**config.mk**
```make
export PLATFORM = sky130hd
export DESIGN_NAME = xint_sense_unit
export DESIGN_NICKNAME = d
export VERILOG_FILES = /design/src/rtl/xint_pkg.sv /design/src/rtl/xint_rst_sync.sv /design/src/rtl/xint_sync.sv /design/src/rtl/xint_edge_chan.sv /design/src/rtl/xint_en_reg.sv /design/src/rtl/xint_sense_unit.sv
export SDC_FILE = /design/constraint.sdc
export NUM_CORES = 1
export LEC_CHECK = 0
export BUFFER_PORTS_ARGS = -buffer_cell sky130_fd_sc_hd__buf_4
export CELL_PAD_IN_SITES_DETAIL_PLACEMENT = 1
export CELL_PAD_IN_SITES_GLOBAL_PLACEMENT = 1
export CORE_MARGIN = 2
export CORE_UTILIZATION = 29
export CTS_CLUSTER_DIAMETER = 50
export DETAILED_ROUTE_END_ITERATION = 8
export GPL_TIMING_DRIVEN = 0
export PLACE_DENSITY_LB_ADDON = 0.08
export RECOVER_POWER = 50
export SLEW_MARGIN = 20
export SYNTH_ARGS = -nofsm -noshare
export SYNTH_HDL_FRONTEND = slang
export SYNTH_HIERARCHICAL = 1
export SYNTH_SLANG_ARGS = --single-unit
```
**constraint.sdc**
```tcl
create_clock -name clk -period 1.11 [get_ports clk]
set_clock_uncertainty 0.05 [all_clocks]
set_input_delay 0.222 -clock clk [delete_from_list [all_inputs] [get_ports clk]]
set_output_delay 0.222 -clock clk [all_outputs]
set_load 0.005 [all_outputs]
```
**src/rtl/xint_pkg.sv**
```systemverilog
package xint_pkg;
  typedef enum logic [1:0] {
    SNS_LOW  = 2'b00,
    SNS_ANY  = 2'b01,
    SNS_FALL = 2'b10,
    SNS_RISE = 2'b11
  } sense_e;
endpackage

```
**src/rtl/xint_rst_sync.sv**
```systemverilog
module xint_rst_sync #(
  parameter int STAGES = 2
) (
  input  logic clk,
  input  logic rst_n,
  output logic rst_q_n
);
  logic [STAGES-1:0] chain_q;
  logic [STAGES-1:0] chain_d;

  always_comb begin
    chain_d = {chain_q[STAGES-2:0], 1'b1};
  end

  always_ff @(posedge clk or negedge rst_n) begin
    if (!rst_n) chain_q <= '0;
    else        chain_q <= chain_d;
  end

  assign rst_q_n = chain_q[STAGES-1];
endmodule

```
**src/rtl/xint_sync.sv**
```systemverilog
// Synchroniser chain plus one extra history stage per bit.
module xint_sync #(
  parameter int W      = 2,
  parameter int STAGES = 2
) (
  input  logic         clk,
  input  logic         rst_n,
  input  logic [W-1:0] d_i,
  output logic [W-1:0] smp_o,
  output logic [W-1:0] prev_o
);
  localparam int DEPTH = STAGES + 1;

  logic [W-1:0] stg_q [DEPTH];
  logic [W-1:0] stg_d [DEPTH];

  always_comb begin
    stg_d[0] = d_i;
    for (int i = 1; i < DEPTH; i++) stg_d[i] = stg_q[i-1];
  end

  always_ff @(posedge clk or negedge rst_n) begin
    if (!rst_n) begin
      for (int i = 0; i < DEPTH; i++) stg_q[i] <= '0;
    end else begin
      for (int i = 0; i < DEPTH; i++) stg_q[i] <= stg_d[i];
    end
  end

  assign smp_o  = stg_q[STAGES-1];
  assign prev_o = stg_q[STAGES];
endmodule

```
**src/rtl/xint_edge_chan.sv**
```systemverilog
// One channel: mode decode, latched flag, raw request.
module xint_edge_chan
  import xint_pkg::*;
(
  input  logic   clk,
  input  logic   rst_n,
  input  logic   smp_i,
  input  logic   prev_i,
  input  sense_e sense_i,
  input  logic   clr_i,
  output logic   flag_o,
  output logic   req_o
);
  logic rise, fall, set_ev;
  logic flag_q, flag_d, flag_en;

  always_comb begin
    rise = smp_i & ~prev_i;
    fall = ~smp_i & prev_i;
    unique case (sense_i)
      SNS_LOW:  set_ev = 1'b0;
      SNS_ANY:  set_ev = rise | fall;
      SNS_FALL: set_ev = fall;
      SNS_RISE: set_ev = rise;
      default:  set_ev = 1'b0;
    endcase
  end

  // Set has priority over clear.
  always_comb begin
    flag_en = set_ev | clr_i;
    flag_d  = set_ev;
  end

  always_ff @(posedge clk or negedge rst_n) begin
    if (!rst_n)       flag_q <= 1'b0;
    else if (flag_en) flag_q <= flag_d;
  end

  assign flag_o = flag_q;
  assign req_o  = (sense_i == SNS_LOW) ? ~smp_i : flag_q;
endmodule

```
**src/rtl/xint_en_reg.sv**
```systemverilog
// Enable bits, channel k held at register bit REG_W-NUM_CH+k.
module xint_en_reg #(
  parameter int NUM_CH = 2,
  parameter int REG_W  = 8
) (
  input  logic              clk,
  input  logic              rst_n,
  input  logic              we_i,
  input  logic [REG_W-1:0]  wdata_i,
  output logic [NUM_CH-1:0] en_o
);
  localparam int LSB = REG_W - NUM_CH;

  logic [NUM_CH-1:0] en_q, en_d;

  always_comb en_d = wdata_i[LSB +: NUM_CH];

  always_ff @(posedge clk or negedge rst_n) begin
    if (!rst_n)    en_q <= '0;
    else if (we_i) en_q <= en_d;
  end

  assign en_o = en_q;
endmodule

```
**src/rtl/xint_sense_unit.sv**
```systemverilog
module xint_sense_unit
  import xint_pkg::*;
#(
  parameter int NUM_CH      = 2,
  parameter int REG_W       = 8,
  parameter int SYNC_STAGES = 2
) (
  input  logic                  clk,
  input  logic                  rst_n,
  input  logic [NUM_CH-1:0]     pin_i,
  input  logic [2*NUM_CH-1:0]   sense_i,
  input  logic                  gie_i,
  input  logic                  en_we_i,
  input  logic [REG_W-1:0]      en_wdata_i,
  input  logic                  flg_we_i,
  input  logic [REG_W-1:0]      flg_wdata_i,
  input  logic [NUM_CH-1:0]     ack_i,
  output logic [NUM_CH-1:0]     flag_o,
  output logic [NUM_CH-1:0]     irq_o
);
  localparam int LSB = REG_W - NUM_CH;

  logic              rst_q_n;
  logic [NUM_CH-1:0] smp_w, prev_w, en_w, req_w, clr_w;

  xint_rst_sync #(.STAGES(2)) u_rst (
    .clk(clk), .rst_n(rst_n), .rst_q_n(rst_q_n)
  );

  xint_sync #(.W(NUM_CH), .STAGES(SYNC_STAGES)) u_sync (
    .clk(clk), .rst_n(rst_q_n), .d_i(pin_i), .smp_o(smp_w), .prev_o(prev_w)
  );

  xint_en_reg #(.NUM_CH(NUM_CH), .REG_W(REG_W)) u_en (
    .clk(clk), .rst_n(rst_q_n), .we_i(en_we_i), .wdata_i(en_wdata_i), .en_o(en_w)
  );

  always_comb begin
    clr_w = ack_i | ({NUM_CH{flg_we_i}} & flg_wdata_i[LSB +: NUM_CH]);
  end

  for (genvar k = 0; k < NUM_CH; k++) begin : g_ch
    xint_edge_chan u_chan (
      .clk    (clk),
      .rst_n  (rst_q_n),
      .smp_i  (smp_w[k]),
      .prev_i (prev_w[k]),
      .sense_i(sense_e'(sense_i[2*k +: 2])),
      .clr_i  (clr_w[k]),
      .flag_o (flag_o[k]),
      .req_o  (req_w[k])
    );
  end

  always_comb irq_o = req_w & en_w & {NUM_CH{gie_i}};
endmodule

```
==> run_results.csv <==
group,metric,value,unit
run_status,status,"finished, violations left",
run_status,violations,"negative setup slack",
sta,final_hold_viol_count,0,
clock_tree,worstSkewPairLatency,260,ps
power_and_ir_drop,p_switching,0.221,mW
synthesis,synth_top_area_share,56.2,%
placed_design,post-place-cells,86,
detailed_routing,drtAntennaViolNets,0,
clock_tree,clockRootBuffer,"clkbuf_4",
synthesis,synth_seq_area_share,56.2,%
placed_design,place_ws,-309,ps
synthesis,syn_area,534,um^2
die,die_area,2200,um^2
detailed_routing,highest_layer,"met4",
sta,slew_viol_final,0,
die,core-area,1730,um^2
clock_tree,cts_buffers,3,
finish,fin_nets,102,
power_and_ir_drop,internal_power,0.719,mW
detailed_routing,dr.pass1.iters,2,
power_and_ir_drop,sw_frac_of_total,23.5,%
min_path,worstHoldPathCells,1,
worst_setup_path,cp_cell_sequence,"buf_6 -> o31ai_4 -> and3_1 -> buf_4",
finish,layout-drive-gt1-share,61.2,%
sta,fin_crit,1530,ps
power_and_ir_drop,p_clk_share,26.5,%
worst_setup_path,crit_type,"flop to output pin",
worst_setup_path,cp_top_family,"flip-flops",
sta,fmax,655,MHz
placed_design,routabilityCongestion,0.755,
placed_design,numPortBuffers,20,
power_and_ir_drop,power_frac_seq,52.6,%
sta,fin_hold_ws,33.8,ps
synthesis,synth-seq-cells,12,
power_and_ir_drop,vdd_drop_max,0.686,mV
die,num_io_pins,33,
synthesis,yosysMostFrequentCell,"dfrtp_1",
finish,antennaDiodeCount,0,
synthesis,synthArstFlopShare,100,%
worst_setup_path,arrival,1260,ps
worst_setup_path,r2r-start,"u_sync/smp_o[0]",
worst_setup_path,required,840,ps
min_path,hold_start,"pin_i[1]",
synthesis,ys_warn_count,6,
power_and_ir_drop,leakage,0.416,nW
die,die_w,46.9,um
worst_setup_path,crit_path_top_delay_cell,"dfrtp_1",
power_and_ir_drop,powerDensity,1090,nW/um^2
global_routing,grt_pass1_wl,1700,um
die,start_util,30.9,%
power_and_ir_drop,combinationalPowerShare,20.9,%
worst_setup_path,rr_endpoint,"g_ch[0].u_chan/flag_o",
detailed_routing,wirelength,1040,um
detailed_routing,vias_per_cell,4.37,
clock_tree,htreeDepth,1,
clock_tree,cts_buffer_depth,2,
placed_design,dp_hpwl,817,um
synthesis,synthTopCellsByArea,"dfrtp_1 56%, ha_1 9.4%, nor3b_2 4.7%, inv_1 4.2%, mux2_1 4.2%",
sta,grt_setup_unrepaired,"true",
detailed_routing,met2_wirelength,561,um
synthesis,synth-edff-count,0,
global_routing,antenna_found_initial,0,
synthesis,syn_area_per_cell,13.0,um^2
synthesis,synth.top_cells.by_count,"12 x dfrtp_1, 6 x inv_1, 4 x ha_1",
min_path,holdPathEnd,"u_sync/stg_d[3]",
worst_setup_path,ff2ff_path_depth,5,
clock_tree,cts_tree,"yes",
worst_setup_path,crit_buf_inv,2,
clock_tree,cts.sinks,12,
detailed_routing,dr_wl_met3,85,um
run,cap_violations,0,
synthesis,synth_ff_type,"dfrtp_1",
finish,nFillCells,186,
synthesis,syn_nets,74,
die,die_h,46.9,um
worst_setup_path,slowest_delay,390,ps
worst_setup_path,end_kind,"output pin",
worst_setup_path,cp_max_fo,3,
sta,min_period_over_period,138,%
detailed_routing,post_drt_wl_per_cell,11.3,um
synthesis,synth.distinct_cells,13,
detailed_routing,drtIter0Drc,1,
global_routing,grt_pass1_vias,420,
worst_setup_path,startpoint,"u_sync/smp_o[1]",
global_routing,overflow,0,
min_path,holdCritPathClass,"primary input to flop",
global_routing,grt_max_degree,11,
synthesis,synth_area_leader_cell,"dfrtp_1",
finish,syn_to_final_growth,62.1,%
finish,fin_cells,92,
sta,fin_ws,-418,ps
clock_tree,clk_pin_slew,70,ps
detailed_routing,drc,0,
detailed_routing,vias,402,
detailed_routing,met1_length,389,um
synthesis,syn_inst,41,
die,num_rows,15,
sta,setup_viol,4,
worst_setup_path,ff2ff_setup_slack,-370,ps
global_routing,track_usage,11.5,%
worst_setup_path,startpoint_type,"flop",
## through the flow
| stage | TNS [ps] | total power [mW] | cell area (um^2) | util, % |
|---|---|---|---|---|
| 2_1_floorplan | -459 | 0.575 | 599 | - |
| 3_3_place_gp | -932 | 0.662 | 781 | 45.2 |
| 3_5_place_dp | -996 | 0.668 | 781 | 45.2 |
| 4_1_cts | -1530 | 0.952 | 858 | 49.7 |
| 5_1_grt | -1650 | 0.990 | 866 | 50.1 |
| 6_report | -1460 | 0.940 | 866 | 50.1 |
## how the worst max path moves through the flow
stage | endpoint | slack [ps] | cells past startpoint
finish | irq_o[1] | -420 | 4
global route | irq_o[1] | -450 | 4
CTS | irq_o[0] | -420 | 4
detailed placement | g_ch[1].u_chan/flag_o | -310 | 5
global placement | g_ch[0].u_chan/flag_o | -280 | 5
floorplan | g_ch[0].u_chan/flag_o | -230 | 4
## cell families after synthesis
| group | Yosys count | share of synthesized area, % |
|---|---|---|
| adder cells (fa/ha/maj) | 4 | 9.37 |
| multiplexers | 4 | 8.43 |
| AND/OR/NAND/NOR | 4 | 7.02 |
| other | 1 | 0.702 |
| AO/OA/AOI/OAI | 8 | 11.2 |
| buffers and inverters | 8 | 7.02 |
| flip-flops | 12 | 56.2 |
## cells in the final DEF (no fill, tap or decap), types with 2 or more instances in the layout
master,Yosys,layout
a21o_1,2,2
clkbuf_4,0,5
buf_6,0,4
dfrtp_1,12,12
mux2_4,0,2
a221o_1,2,2
ha_4,0,4
and3_1,2,2
inv_1,6,4
nor3b_2,2,2
buf_4,2,17
mux2_2,2,2
o31ai_4,0,2
## sequential cells by signal, summed over array words and instances, names as in the netlist
register / count
g_ch.u_chan/flag_o: 2
u_en/en_o: 2
u_rst/chain_q: 2
u_sync/prev_o: 2
u_sync/smp_o: 2
u_sync/stg_d: 2
## per-layer routing
| layer | global-route usage, % | vias up |
|---|---|---|
| li1 | - | 190 |
| met1 | 13.5 | 195 |
| met2 | 19.7 | 15 |
| met3 | 1.92 | 2 |
| met4 | 6.67 | 0 |
| met5 | 0 | - |
## area by class of cell
class,instances,area [um^2],area share [%]
clock buffers,3,22.5,2.60
multi-input cells,21,285,32.9
well taps,25,31.3,3.61
repair buffers,23,179,20.7
inverters,6,25.0,2.89
flip-flops and latches,12,300,34.7
plain buffers,2,22.5,2.60
## worst reg2reg max path: stages (launching register included)
cell and delay (ps):
dfrtp_1 390, buf_6 130, buf_6 110, ha_4 140, mux2_4 250, a221o_1 300
## power groups by stage
| stage | Clock (mW) | Combinational [mW] | Sequential, mW |
|---|---|---|---|
| final | 0.249 | 0.197 | 0.494 |
| after global routing | 0.274 | 0.216 | 0.500 |
| after CTS | 0.265 | 0.194 | 0.494 |
| after detailed placement | 0 | 0.165 | 0.503 |
| after global placement | 0 | 0.162 | 0.501 |
| after floorplan | 0 | 0.0771 | 0.497 |
## timing repair
item | CTS | global route
resized for setup | 5 | 5
hold endpoints to repair | 2 | 0
setup buffers | 2 | 0
setup endpoints to repair | 4 | 4
hold buffers | 1 | 0
pin swaps | 4 | 1
No activity file was read; power rests on OpenSTA's default activity.
